$ cat src/rtl/pmc_ctr_pkg.sv
package pmc_ctr_pkg;

    localparam int LANE_W = 3;

    typedef struct packed {
        logic              irq_en;
        logic              usr_en;
        logic              os_en;
        logic              edge_en;
        logic              inv;
        logic [LANE_W-1:0] thresh;
        logic [7:0]        umask;
        logic [7:0]        code;
    } ctr_cfg_t;

    localparam int CFG_W = $bits(ctr_cfg_t);

    typedef enum logic {
        COND_LOW,
        COND_HIGH
    } cond_st_e;

    typedef enum logic {
        OVF_CLEAR,
        OVF_SET
    } ovf_st_e;

endpackage

$ cat src/rtl/pmc_evsel.sv
module pmc_evsel #(
    parameter int          NUM_LANES = 8,
    parameter int          LANE_W    = 3,
    parameter int          CTR_ID    = 0,
    parameter logic [7:0]  BASE_CODE = 8'h80
) (
    input  logic [NUM_LANES*LANE_W-1:0] evt_cnt,
    input  logic [7:0]                  code,
    input  logic [7:0]                  umask,
    output logic [LANE_W-1:0]           sel_cnt,
    output logic                        sel_ok
);
    localparam int IDX_W = $clog2(NUM_LANES);

    logic [LANE_W-1:0] lane_arr [NUM_LANES];
    logic [NUM_LANES-1:0] lane_ok;

    for (genvar i = 0; i < NUM_LANES; i++) begin : g_lane
        localparam bit ONLY_CTR0 = (i == NUM_LANES - 2);
        localparam bit ONLY_CTR1 = (i == NUM_LANES - 1);
        assign lane_arr[i] = evt_cnt[i*LANE_W +: LANE_W];
        if (ONLY_CTR0) begin : g_c0
            assign lane_ok[i] = (CTR_ID == 0);
        end else if (ONLY_CTR1) begin : g_c1
            assign lane_ok[i] = (CTR_ID == 1);
        end else begin : g_any
            assign lane_ok[i] = 1'b1;
        end
    end

    logic [IDX_W-1:0] idx;

    always_comb begin
        idx     = code[IDX_W-1:0];
        sel_ok  = (code[7:IDX_W] == BASE_CODE[7:IDX_W]) && (umask == 8'h00)
                  && lane_ok[idx];
        sel_cnt = sel_ok ? lane_arr[idx] : '0;
    end

endmodule

$ cat src/rtl/pmc_qualify.sv
module pmc_qualify
    import pmc_ctr_pkg::*;
(
    input  logic              clk,
    input  logic              rst_n,
    input  logic [LANE_W-1:0] sel_cnt,
    input  ctr_cfg_t          cfg,
    input  logic [1:0]        priv,
    input  logic              halted,
    output logic [LANE_W-1:0] inc
);
    cond_st_e state_q, state_d;
    logic     ring_ok, gate, pass, cond;

    always_comb begin
        ring_ok = (!cfg.os_en && !cfg.usr_en)
                  || (cfg.os_en && (priv == 2'd0))
                  || (cfg.usr_en && (priv != 2'd0));
        gate    = ring_ok && !halted;
        if (cfg.thresh == '0)
            pass = (sel_cnt != '0);
        else if (cfg.inv)
            pass = (sel_cnt < cfg.thresh);
        else
            pass = (sel_cnt >= cfg.thresh);
        cond    = gate && pass;
    end

    // edge tracker state register
    always_ff @(posedge clk) begin
        if (!rst_n) state_q <= COND_LOW;
        else        state_q <= state_d;
    end

    always_comb begin
        state_d = state_q;
        unique case (state_q)
            COND_LOW:  if (cond)  state_d = COND_HIGH;  // rise
            COND_HIGH: if (!cond) state_d = COND_LOW;   // fall
            default:   state_d = COND_LOW;
        endcase
    end

    // output process
    always_comb begin
        if (cfg.edge_en)
            inc = (state_q == COND_LOW && cond) ? LANE_W'(1) : '0;
        else if (cfg.thresh != '0)
            inc = cond ? LANE_W'(1) : '0;
        else
            inc = gate ? sel_cnt : '0;
    end


    thresh_unit_chk: assert property (@(posedge clk) disable iff (!rst_n)
        (cfg.thresh != '0) |-> (inc <= LANE_W'(1)));


    edge_single_chk: assert property (@(posedge clk) disable iff (!rst_n)
        (cfg.edge_en && inc != '0) |=> (!cfg.edge_en || inc == '0));


    ring0_only_chk: assert property (@(posedge clk) disable iff (!rst_n)
        (cfg.os_en && !cfg.usr_en && priv != 2'd0) |-> (inc == '0));


    halt_block_chk: assert property (@(posedge clk) disable iff (!rst_n)
        halted |-> (inc == '0));

endmodule

$ cat src/rtl/pmc_accum.sv
module pmc_accum
    import pmc_ctr_pkg::*;
#(
    parameter int CTR_W = 40
) (
    input  logic              clk,
    input  logic              rst_n,
    input  logic [LANE_W-1:0] inc,
    input  logic              irq_en,
    input  logic              ctr_wr,
    input  logic [CTR_W-1:0]  ctr_wdata,
    output logic [CTR_W-1:0]  cnt,
    output logic              ovf_flag,
    output logic              irq
);
    ovf_st_e        state_q, state_d;
    logic [CTR_W:0] sum;
    logic           wrap;

    always_comb begin
        sum  = {1'b0, cnt} + (CTR_W+1)'(inc);
        wrap = sum[CTR_W];
    end

    always_ff @(posedge clk) begin
        if (!rst_n) begin
            cnt <= '0;
            irq <= 1'b0;
        end else begin
            cnt <= ctr_wr ? ctr_wdata : sum[CTR_W-1:0];
            irq <= !ctr_wr && wrap && irq_en;
        end
    end

    // overflow tracker state register
    always_ff @(posedge clk) begin
        if (!rst_n) state_q <= OVF_CLEAR;
        else        state_q <= state_d;
    end

    always_comb begin
        state_d = state_q;
        unique case (state_q)
            OVF_CLEAR: if (!ctr_wr && wrap && irq_en) state_d = OVF_SET;  // wrap
            OVF_SET:   if (ctr_wr)                    state_d = OVF_CLEAR; // reload
            default:   state_d = OVF_CLEAR;
        endcase
    end

    // output process
    always_comb begin
        ovf_flag = (state_q == OVF_SET);
    end


    sw_load_chk: assert property (@(posedge clk) disable iff (!rst_n)
        ctr_wr |=> (cnt == $past(ctr_wdata) && !ovf_flag));


    irq_flag_chk: assert property (@(posedge clk) disable iff (!rst_n)
        irq |-> ovf_flag);


    irq_pulse_chk: assert property (@(posedge clk) disable iff (!rst_n)
        irq |=> !irq);

endmodule

$ cat src/rtl/pmc_event_ctr.sv
module pmc_event_ctr
    import pmc_ctr_pkg::*;
#(
    parameter int         NUM_LANES = 8,
    parameter int         CTR_W     = 40,
    parameter int         CTR_ID    = 0,
    parameter logic [7:0] BASE_CODE = 8'h80
) (
    input  logic                        clk,
    input  logic                        rst_n,
    input  logic [NUM_LANES*LANE_W-1:0] evt_cnt,
    input  logic [1:0]                  priv,
    input  logic                        halted,
    input  logic                        cfg_wr,
    input  logic [CFG_W-1:0]            cfg_wdata,
    input  logic                        ctr_wr,
    input  logic [CTR_W-1:0]            ctr_wdata,
    output logic [CTR_W-1:0]            ctr_rdata,
    output logic                        ovf_flag,
    output logic                        irq
);
    ctr_cfg_t          cfg_q;
    logic [LANE_W-1:0] sel_cnt;
    logic              sel_ok;
    logic [LANE_W-1:0] inc;

    always_ff @(posedge clk) begin
        if (!rst_n)      cfg_q <= '0;
        else if (cfg_wr) cfg_q <= ctr_cfg_t'(cfg_wdata);
    end

    pmc_evsel #(
        .NUM_LANES (NUM_LANES),
        .LANE_W    (LANE_W),
        .CTR_ID    (CTR_ID),
        .BASE_CODE (BASE_CODE)
    ) u_evsel (
        .evt_cnt (evt_cnt),
        .code    (cfg_q.code),
        .umask   (cfg_q.umask),
        .sel_cnt (sel_cnt),
        .sel_ok  (sel_ok)
    );

    pmc_qualify u_qual (
        .clk     (clk),
        .rst_n   (rst_n),
        .sel_cnt (sel_cnt),
        .cfg     (cfg_q),
        .priv    (priv),
        .halted  (halted),
        .inc     (inc)
    );

    pmc_accum #(.CTR_W(CTR_W)) u_acc (
        .clk       (clk),
        .rst_n     (rst_n),
        .inc       (inc),
        .irq_en    (cfg_q.irq_en),
        .ctr_wr    (ctr_wr),
        .ctr_wdata (ctr_wdata),
        .cnt       (ctr_rdata),
        .ovf_flag  (ovf_flag),
        .irq       (irq)
    );


    bad_mask_chk: assert property (@(posedge clk) disable iff (!rst_n)
        (cfg_q.umask != 8'h00) |-> (sel_cnt == '0 && !sel_ok));

endmodule

$ cat config.mk
export PLATFORM = sky130hd
export DESIGN_NAME = pmc_event_ctr
export DESIGN_NICKNAME = d
export VERILOG_FILES = /design/src/rtl/pmc_ctr_pkg.sv /design/src/rtl/pmc_evsel.sv /design/src/rtl/pmc_qualify.sv /design/src/rtl/pmc_accum.sv /design/src/rtl/pmc_event_ctr.sv
export SDC_FILE = /design/constraint.sdc
export NUM_CORES = 1
export LEC_CHECK = 0
export ABC_CLOCK_PERIOD_IN_PS = 6550
export BUFFER_PORTS_ARGS = -buffer_cell sky130_fd_sc_hd__clkbuf_2
export CORE_MARGIN = 2
export CORE_UTILIZATION = 30
export DETAILED_ROUTE_END_ITERATION = 12
export PLACE_DENSITY = 0.64
export SLEW_MARGIN = 20
export SYNTH_ARGS = -nofsm -noshare
export SYNTH_HDL_FRONTEND = slang
export SYNTH_SLANG_ARGS = --single-unit
$ cat constraint.sdc
create_clock -name clk -period 6.55 [get_ports clk]
set_input_delay 0.9825 -clock clk [delete_from_list [all_inputs] [get_ports clk]]
set_output_delay 0.9825 -clock clk [all_outputs]
set_load 0.03 [all_outputs]
==> results of run 1 <==
## registers in the layout, summed over array words and instances (netlist names), named ones only
signal / flops
u_acc.irq: 1
u_acc.ovf_flag: 1
cfg_q: 24
u_acc.cnt: 40
u_qual.state_q: 1
## final timing paths
kind | endpoint | from | slack (ps)
setup reg to reg | u_acc.cnt[34] | cfg_q[1] | 1870
hold / removal | u_acc.irq | cfg_q[23] | 480
hold reg to reg | u_acc.irq | cfg_q[23] | 480
setup / recovery | u_acc.cnt[34] | evt_cnt[23] | 1770
## power groups by stage
stage                     clock network [W]  registers [W]   logic, W
after floorplan                           0       0.000500  0.0000856
after global placement                    0       0.000476   0.000167
after detailed placement                  0       0.000477   0.000171
after CTS                          0.000454       0.000469   0.000171
after global routing               0.000469       0.000473   0.000185
final                              0.000438       0.000469   0.000170
## routing by layer
layer	track usage	wire length, um	vias to the layer above
li1	-	-	1655
met1	0.181	4280	1524
met2	0.238	4480	89
met3	0.0399	501	11
met4	0.0593	122	0
met5	0	0	-
## cell families (layout without fill, tap and decap cells)
logic type                 after synthesis  count (layout)  synth area share
AOI/OAI and AO/OA                       71              71             0.126
xor gates and xnor gates                36              36            0.0870
adders and majority gates                6               6            0.0228
buffers and inverters                   27             160            0.0355
DFF                                     68              68             0.375
muxes                                   42              42             0.134
and+or+nand+nor                        140             140             0.219
## cell usage in the layout, fill, tap and decap left out, drive strengths merged, types with 3 or more instances in the layout
cell    count
inv         8
and3        7
clkbuf    150
nor2b       3
xor2       28
ha          5
nand2b      3
nand4      11
mux2i      35
nor2       60
nor3        9
and4        4
o21ai      25
a21oi      27
mux4        5
dfxtp      68
nor4        6
a211oi      6
xnor2       8
nand2      17
nand3      12
## critical path: stages
cell and delay [ps]:
clkbuf_2 80, mux4_2 470, mux2i_1 150, nor2_1 80
ha_1 320, nand2b_1 90, a2111oi_2 410, nor3_2 90
mux2i_1 150, nor2_1 110, ha_1 170, inv_1 60
fa_1 370, nor2b_1 310, o2111ai_1 360, nor4_4 370
nand4_1 170, xor2_1 150, a21oi_1 80
## final cells by class
cell class / count / share of cell area
Sequential cell: 68 / 0.292
Clock inverter: 2 / 0.00215
Multi-Input combinational cell: 295 / 0.459
Timing Repair Buffer: 136 / 0.146
Inverter: 8 / 0.00645
Clock buffer: 14 / 0.0546
Tap cell: 147 / 0.0395
## per-stage QoR
stage	power, W	instance area, sq um	instances
floorplan	0.000586	3630	390
global placement	0.000643	4390	654
detailed placement	0.000648	4390	654
CTS	0.00109	4660	670
global route	0.00113	4660	670
finish	0.00108	4660	670
==> run summary, run 1 <==
Run status: complete, no violations
R2R depth: 18
Cell count after synthesis: 390
Port Buf Inserts: 136
Final setup skew: 5.65 ps
Total Wirelength: 9380 um
Final worst slack: 1770 ps
Hold depth: 2
TritonCTS buffer count: 9
Avg Cell Area, Syn: 9.30 sq um
Total GRT Usage: 0.146
Fillers: 1,236
TritonCTS clock tree: built
Detailed Routing Iterations Pass 1: 4
Top cell type's share of synthesized area: 0.375
Wire per inst: 14.0 um
NetSw: 0.000298 W
Logic pwr share: 0.158
Share of cells above drive strength 1: 0.348
Pwr Density: 231 nW/um^2
Crit Path Class: in -> reg
Synthesis warning total: 0
Clk root buf: clkbuf_16
Area growth syn-to-layout: 28.4%
H-tree Lvls: 3
Switching share of power: 0.277
Via density per instance: 4.89
Worst-path clk slew: 50 ps
RSZ-0062 raised after global routing: no
FF+latch count, synth: 68
First-pass GRT wire length: 14,800 um
Register area: 1360 sq um
VDD IR max: 0.102 mV
Tmin final: 4780 ps
DPL Wire Length: 7130 um
ANT nets after route: 0
Final net count: 619
Sink Count: 68
Clock buffer depth: 2
DR vias: 3,279
Worst Path Max Fanout: 6
Cell accounting for the most synthesized area: dfxtp_1
Setup Fix Bufs, Post-CTS: 0
Diodes inserted: 0
Number of distinct library cells after synthesis: 59
Asr flop ratio synth: 0
Critical Path End Type: register
Post-synth net total: 491
Seq pwr share: 0.436
Final setup vio count: 0
Rows: 40
Hold Vio Cnt, Final: 0
Slew Viols, Final: 0
Maxcap violations: 0
# IOs: 137
Maximum clock frequency: 0.209 GHz
Slew HR: 0.432
Worst EP required: 6730 ps
Synth top cells by count: 68 x dfxtp_1, 58 x nor2_1, 35 x mux2i_1, 28 x xor2_1, 26 x a21oi_1
Arrival time at the worst endpoint: 4960 ps
Final Util: 0.391
Area of the multi-input gates: 2140 sq um
Total negative slack: 0 ps
Resize count post-CTS: 0
Register area share after synthesis: 0.375
Ranking of synthesized cells by area: dfxtp_1 38%, mux2i_1 9.7%, xor2_1 6.8%
Part of the cycle the worst path needs: 0.730
Vias in the first global route: 3,238
Tightest Pin Transition: 851 ps
Initial antenna violation count: 0
Core ar.: 11,900 sq um
CP Launch Type: input port
Fraction of power consumed by the clock network: 0.407
Int Pwr: 0.000778 W
Pin count of the biggest net entering global routing: 55
Leakage power: 2.09 nW
Top FF cell, synth: dfxtp_1
Gr ovfl total: 0
Worst slack at placement: 1420 ps
Die width: 114 um
Top-count cell post-synth: dfxtp_1
Initial DRC Count: 174
Number of synthesized flops with an enable pin: 0
Hold Slack: 484 ps
Gp weighted congestion: 0.774
Hold Buf Count CTS: 0
DIE AREA: 13,000 sq um
Mapped Area: 3630 sq um
Worst-skew pair later-pin latency: 330 ps
Chip height: 114 um
Initial core utilization: 0.304
Worst min path class: reg -> reg
DRC: 0
Note: power is estimated with default switching activity, not from simulation.
==> run 2, diff against run 1 <==
Settings changed: ABC_CLOCK_PERIOD_IN_PS 6550 to 4200, PLACE_DENSITY 0.64 to 0.66.
Clock period 6.55 ns to 4.2 ns, I/O delays scaled along.
==> run 2 against run 1 <==
Net effect: total power rose by 65%; critical path depth rose by 1; largest cell class unchanged; first-iteration DRC count shrank 25%; count of clock-buffer cells in the layout increased by 1; clock skew shrank 2.3 ps; combinational power rose by 63%; sequential power grew 56%; sequential share of layout area fell by 1.7 points; die area unchanged; global-route usage is 0.28 points higher.
==> run summary, run 2 (synthesized netlist as in run 1, its figures left out) <==
Non-filler instance count after layout: 689
Sink Count: 68
# IOs: 137
DPL Wire Length: 7190 um
Biggest regs: u_acc.cnt: 40 flops, cfg_q: 24 flops
Die width: 114 um
Gp weighted congestion: 0.785
Dpl cells: 664
ANT nets after route: 0
Tightest Pin Transition: 853 ps
Post-route cell area: 4960 sq um
Worst EP required: 4390 ps
VDD IR max: 0.157 mV
DRC: 0
Share of cells above drive strength 1: 0.402
Part of the cycle the worst path needs: 0.974
DIE AREA: 13,000 sq um
Number of flip-flops in the largest register: 40
Worst-path clk slew: 50 ps
Total negative slack: 0 ps
Slew HR: 0.431
Chip height: 114 um
CP Launch Type: register
Total Power: 0.00177 W
Maximum clock frequency: 0.244 GHz
Total Wirelength: 9570 um
Pwr Density: 357 nW/um^2
Crit-path slowest cell: mux4_2
Critical path's top delay family: adder cells
First-pass GRT wire length: 15,200 um
Slew Viols, Final: 0
Bufs and invs on worst path: 3
Diodes inserted: 0
Core ar.: 11,900 sq um
Crit-path cells: mux4_2 -> mux2i_1 -> nor2_1 -> ha_1 -> nand2b_1 -> a2111oi_4 -> nor3_2 -> mux2i_1 -> nor2_1 -> ha_2 -> inv_2 -> fa_2 -> nor2b_2 -> o2111ai_1 -> buf_4 -> nor4_4 -> buf_4 -> nand3_2 -> xor2_1 -> a21oi_1
Initial DRC Count: 131
Final setup vio count: 0
Area growth syn-to-layout: 36.9%
H-tree Lvls: 3
Most common cell after layout, fill and taps aside: clkbuf_2
Rows: 40
Run status: complete, no violations
Worst Path Max Fanout: 4
Final setup skew: 3.39 ps
Port Buf Inserts: 136
Pin count of the biggest net entering global routing: 55
Worst-skew pair later-pin latency: 330 ps
Clock buffer depth: 2
Via density per instance: 4.83
Most frequent cells in the layout: 136 x clkbuf_2, 67 x dfxtp_1, 56 x nor2_1
Worst min path class: reg -> reg
Wire per inst: 13.9 um
TritonCTS clock tree: built
TritonCTS buffer count: 9
Initial core utilization: 0.304
Final net count: 638
Gr ovfl total: 0
Detailed Routing Iterations Pass 1: 4
Critical Path End Type: register
Tmin final: 4090 ps
Leakage power: 2.24 nW
Maxcap violations: 0
Crit Path Class: reg -> reg
Final Util: 0.417
Arrival time at the worst endpoint: 4280 ps
Hold Vio Cnt, Final: 0
Reg with most FFs: u_acc.cnt
Dpl cell area: 4480 sq um
Total GRT Usage: 0.148
Initial antenna violation count: 0
Crit-path max cell delay: 510 ps
Vias in the first global route: 3,192
Clk root buf: clkbuf_16
RSZ-0062 raised after global routing: yes
Fillers: 1,176
DR vias: 3,329
[run 2: changes by cell type in the layout (fill, tap and decap cells not counted), moves of 2 or more]
| cell | delta |
|---|---|
| nor2_1 | -2 |
| buf_4 | +15 |
| nand3_2 | +2 |
| nand2_2 | +2 |
| buf_12 | +2 |
| buf_6 | +2 |
| nand3_1 | -3 |
| clkinv_2 | -2 |
| nand2_1 | -2 |
| ha_1 | -2 |
| ha_2 | +2 |
[run 2: repair_timing]
item | in CTS | in global routing
hold buffers | 0 | 0
endpoints found under the setup margin | 9 | 17
pin swaps | 9 | 9
buffers inserted | 5 | 4
gates resized for setup | 7 | 17
[run 2: where the power goes]
part,total [W],switching (W),internal [W]
registers,0.000731,0.0000451,0.000686
logic,0.000277,0.000155,0.000122
clock network,0.000765,0.000272,0.000493
total,0.00177,0.000472,0.00130
[run 2: path summary, 6_finish.rpt]
check | slack (ps) | startpoint | cells after the start | to
worst max-delay path | 110 | cfg_q[1] | 20 | u_acc.cnt[36]
worst min-delay path | 470 | u_acc.ovf_flag | 2 | u_acc.ovf_flag
worst max register to register | 110 | cfg_q[1] | 20 | u_acc.cnt[36]
worst min register to register | 470 | u_acc.ovf_flag | 2 | u_acc.ovf_flag
[run 2: final cells by class]
type,count,area (sq um),area share
Clock inverter,1,30.0,0.00605
Timing Repair Buffer,155,856,0.172
Inverter,8,30.0,0.00605
Clock buffer,15,268,0.0539
Multi-Input combinational cell,295,2230,0.450
Tap cell,147,184,0.0370
Sequential cell,68,1370,0.275
[run 2: stage by stage]
stage | hold WS [ps] | setup WS (ps)
CTS | 473 | -66.0
detailed placement | 462 | -327
finish | 469 | 107
global placement | 462 | -201
floorplan | 451 | 64.9
global route | 492 | -183
[run 2: layer usage]
layer  vias up  track usage  part of all wire
li1       1695            -                 -
met1      1532        0.194              0.47
met2        87        0.229              0.46
met3        15       0.0414             0.047
met4         0       0.0642             0.022
met5         -            0                 0
[run 2: worst register-to-register path: cells and delay by family, from the launching register on]
kind / cells / cell delay, ps
DFF: 1 / 370
xor gates and xnor gates: 1 / 160
adders and majority gates: 3 / 860
and+or+nand+nor: 7 / 760
muxes: 3 / 810
buffers and inverters: 3 / 410
AOI/OAI and AO/OA: 3 / 560
==> run 3, diff against run 2 <==
Settings changed: MAX_ROUTING_LAYER from default to met4.
==> run 3 against run 2 <==
Net effect: utilization did not move; register-to-register slack hardly changed; flip-flop and latch count stayed put; combinational power about the same.
==> run summary, run 3 (synthesized netlist as in run 1, its figures left out) <==
Area of the multi-input gates: 2230 sq um
Hold depth: 2
First-pass GRT wire length: 15,200 um
Worst min path class: reg -> reg
Wire per inst: 13.9 um
Initial core utilization: 0.304
Reg with most FFs: u_acc.cnt
Final setup vio count: 0
Port Buf Inserts: 136
H-tree Lvls: 3
Hold Path Sink: u_acc.ovf_flag
Chip height: 114 um
Worst-skew pair later-pin latency: 330 ps
RSZ-0062 raised after global routing: yes
CP Launch Type: register
Biggest regs: u_acc.cnt: 40 flops, cfg_q: 24 flops
Maxcap violations: 0
Final worst slack: 104 ps
Via density per instance: 4.87
Final setup skew: 3.61 ps
Leakage power: 2.24 nW
Core ar.: 11,900 sq um
DIE AREA: 13,000 sq um
Maximum clock frequency: 0.244 GHz
TritonCTS buffer count: 9
Area growth syn-to-layout: 36.9%
Share of cells above drive strength 1: 0.402
Worst slack at placement: -327 ps
Initial DRC Count: 125
Register area: 1370 sq um
Crit-path max cell delay: 510 ps
DRC: 0
R2R depth: 20
Dpl cell area: 4480 sq um
DR top layer: met4
Number of flip-flops in the largest register: 40
Clock buffer depth: 2
Crit-path cells: mux4_2 -> mux2i_1 -> nor2_1 -> ha_1 -> nand2b_1 -> a2111oi_4 -> nor3_2 -> mux2i_1 -> nor2_1 -> ha_2 -> inv_2 -> fa_2 -> nor2b_2 -> o2111ai_1 -> buf_4 -> nor4_4 -> buf_4 -> nand3_2 -> xor2_1 -> a21oi_1
Pwr Density: 357 nW/um^2
Fillers: 1,176
TritonCTS clock tree: built
Worst EP required: 4390 ps
Pin count of the biggest net entering global routing: 55
# IOs: 137
Critical Path End Type: register
Tightest Pin Transition: 856 ps
Slew HR: 0.429
Worst hold start: u_acc.ovf_flag
DR WL met2: 4490 um
Vias in the first global route: 3,196
Arrival time at the worst endpoint: 4280 ps
Total GRT Usage: 0.153
Met3 WL: 462 um
Most common cell after layout, fill and taps aside: clkbuf_2
DR vias: 3,352
Die width: 114 um
Tmin final: 4100 ps
VDD IR max: 0.157 mV
Wl on met1: 4500 um
Clk root buf: clkbuf_16
Sink Count: 68
Final net count: 638
Crit-path slowest cell: mux4_2
Rows: 40
Total negative slack: 0 ps
Hold Vio Cnt, Final: 0
Detailed Routing Iterations Pass 1: 4
Initial antenna violation count: 0
ANT nets after route: 0
Most frequent cells in the layout: 136 x clkbuf_2, 67 x dfxtp_1, 56 x nor2_1
Crit Path Class: reg -> reg
Worst R2R Start: cfg_q[1]
Register-to-register setup slack: 100 ps
Gp weighted congestion: 0.796
Hold Buf Count CTS: 0
Post-route cell area: 4960 sq um
Reg2Reg Capture Point: u_acc.cnt[36]
Total Wirelength: 9600 um
Worst-path clk slew: 50 ps
Worst Path Max Fanout: 4
Run status: complete, no violations
Slew Viols, Final: 0
Gr ovfl total: 0
Diodes inserted: 0
DPL Wire Length: 7190 um
Part of the cycle the worst path needs: 0.975
run 3: critical path: cells and delay by family, from the launching register on:
family | cells | cell delay [ps]
buf+inv | 3 | 410
fa+ha+maj | 3 | 860
simple gates | 7 | 740
flops | 1 | 370
compound gates | 3 | 560
xor+xnor | 1 | 160
mux | 3 | 810
run 3: stage by stage:
stage               hold slack, ps  total power (W)   util  instances
global placement               462          0.00101  0.376        664
global route                   492          0.00185  0.417        689
detailed placement             462          0.00101  0.376        664
CTS                            473          0.00179  0.406        685
finish                         469          0.00177  0.417        689
floorplan                      451         0.000914      -        390
run 3: worst max-delay path by stage:
stage,startpoint,to,slack (ps),depth (start not counted)
floorplan,evt_cnt[23],u_acc.cnt[34],60,18
CTS,cfg_q[1],u_acc.cnt[34],-70,19
detailed placement,evt_cnt[23],u_acc.cnt[34],-330,20
global route,cfg_q[1],u_acc.cnt[28],-180,20
global placement,evt_cnt[23],u_acc.cnt[34],-200,20
finish,cfg_q[1],u_acc.cnt[36],100,20
run 3: area by class of cell:
cell class,count,area share
clock inverter,1,0.00605
clock buffer,15,0.0539
timing repair buffer,155,0.172
sequential,68,0.275
tap,147,0.0370
inverter,8,0.00605
multi-input combinational,295,0.450
run 3: report_power, final:
part           switching, W  total, W  leakage (nW)  internal, W
combinational      0.000155  0.000277          1.53     0.000122
sequential        0.0000453  0.000731         0.563     0.000686
clock              0.000273  0.000766         0.144     0.000493
total              0.000474   0.00177          2.24      0.00130
run 3: what timing repair did:
action,in CTS,in global routing
setup buffers,5,4
pin swaps,9,9
setup endpoints to repair,9,17
gates resized for setup,7,17
run 3: per-layer routing:
layer	up-vias	GRT usage
met3	14	0.0372
li1	1696	-
met2	91	0.229
met1	1551	0.197
met5	-	-
met4	0	0.0642
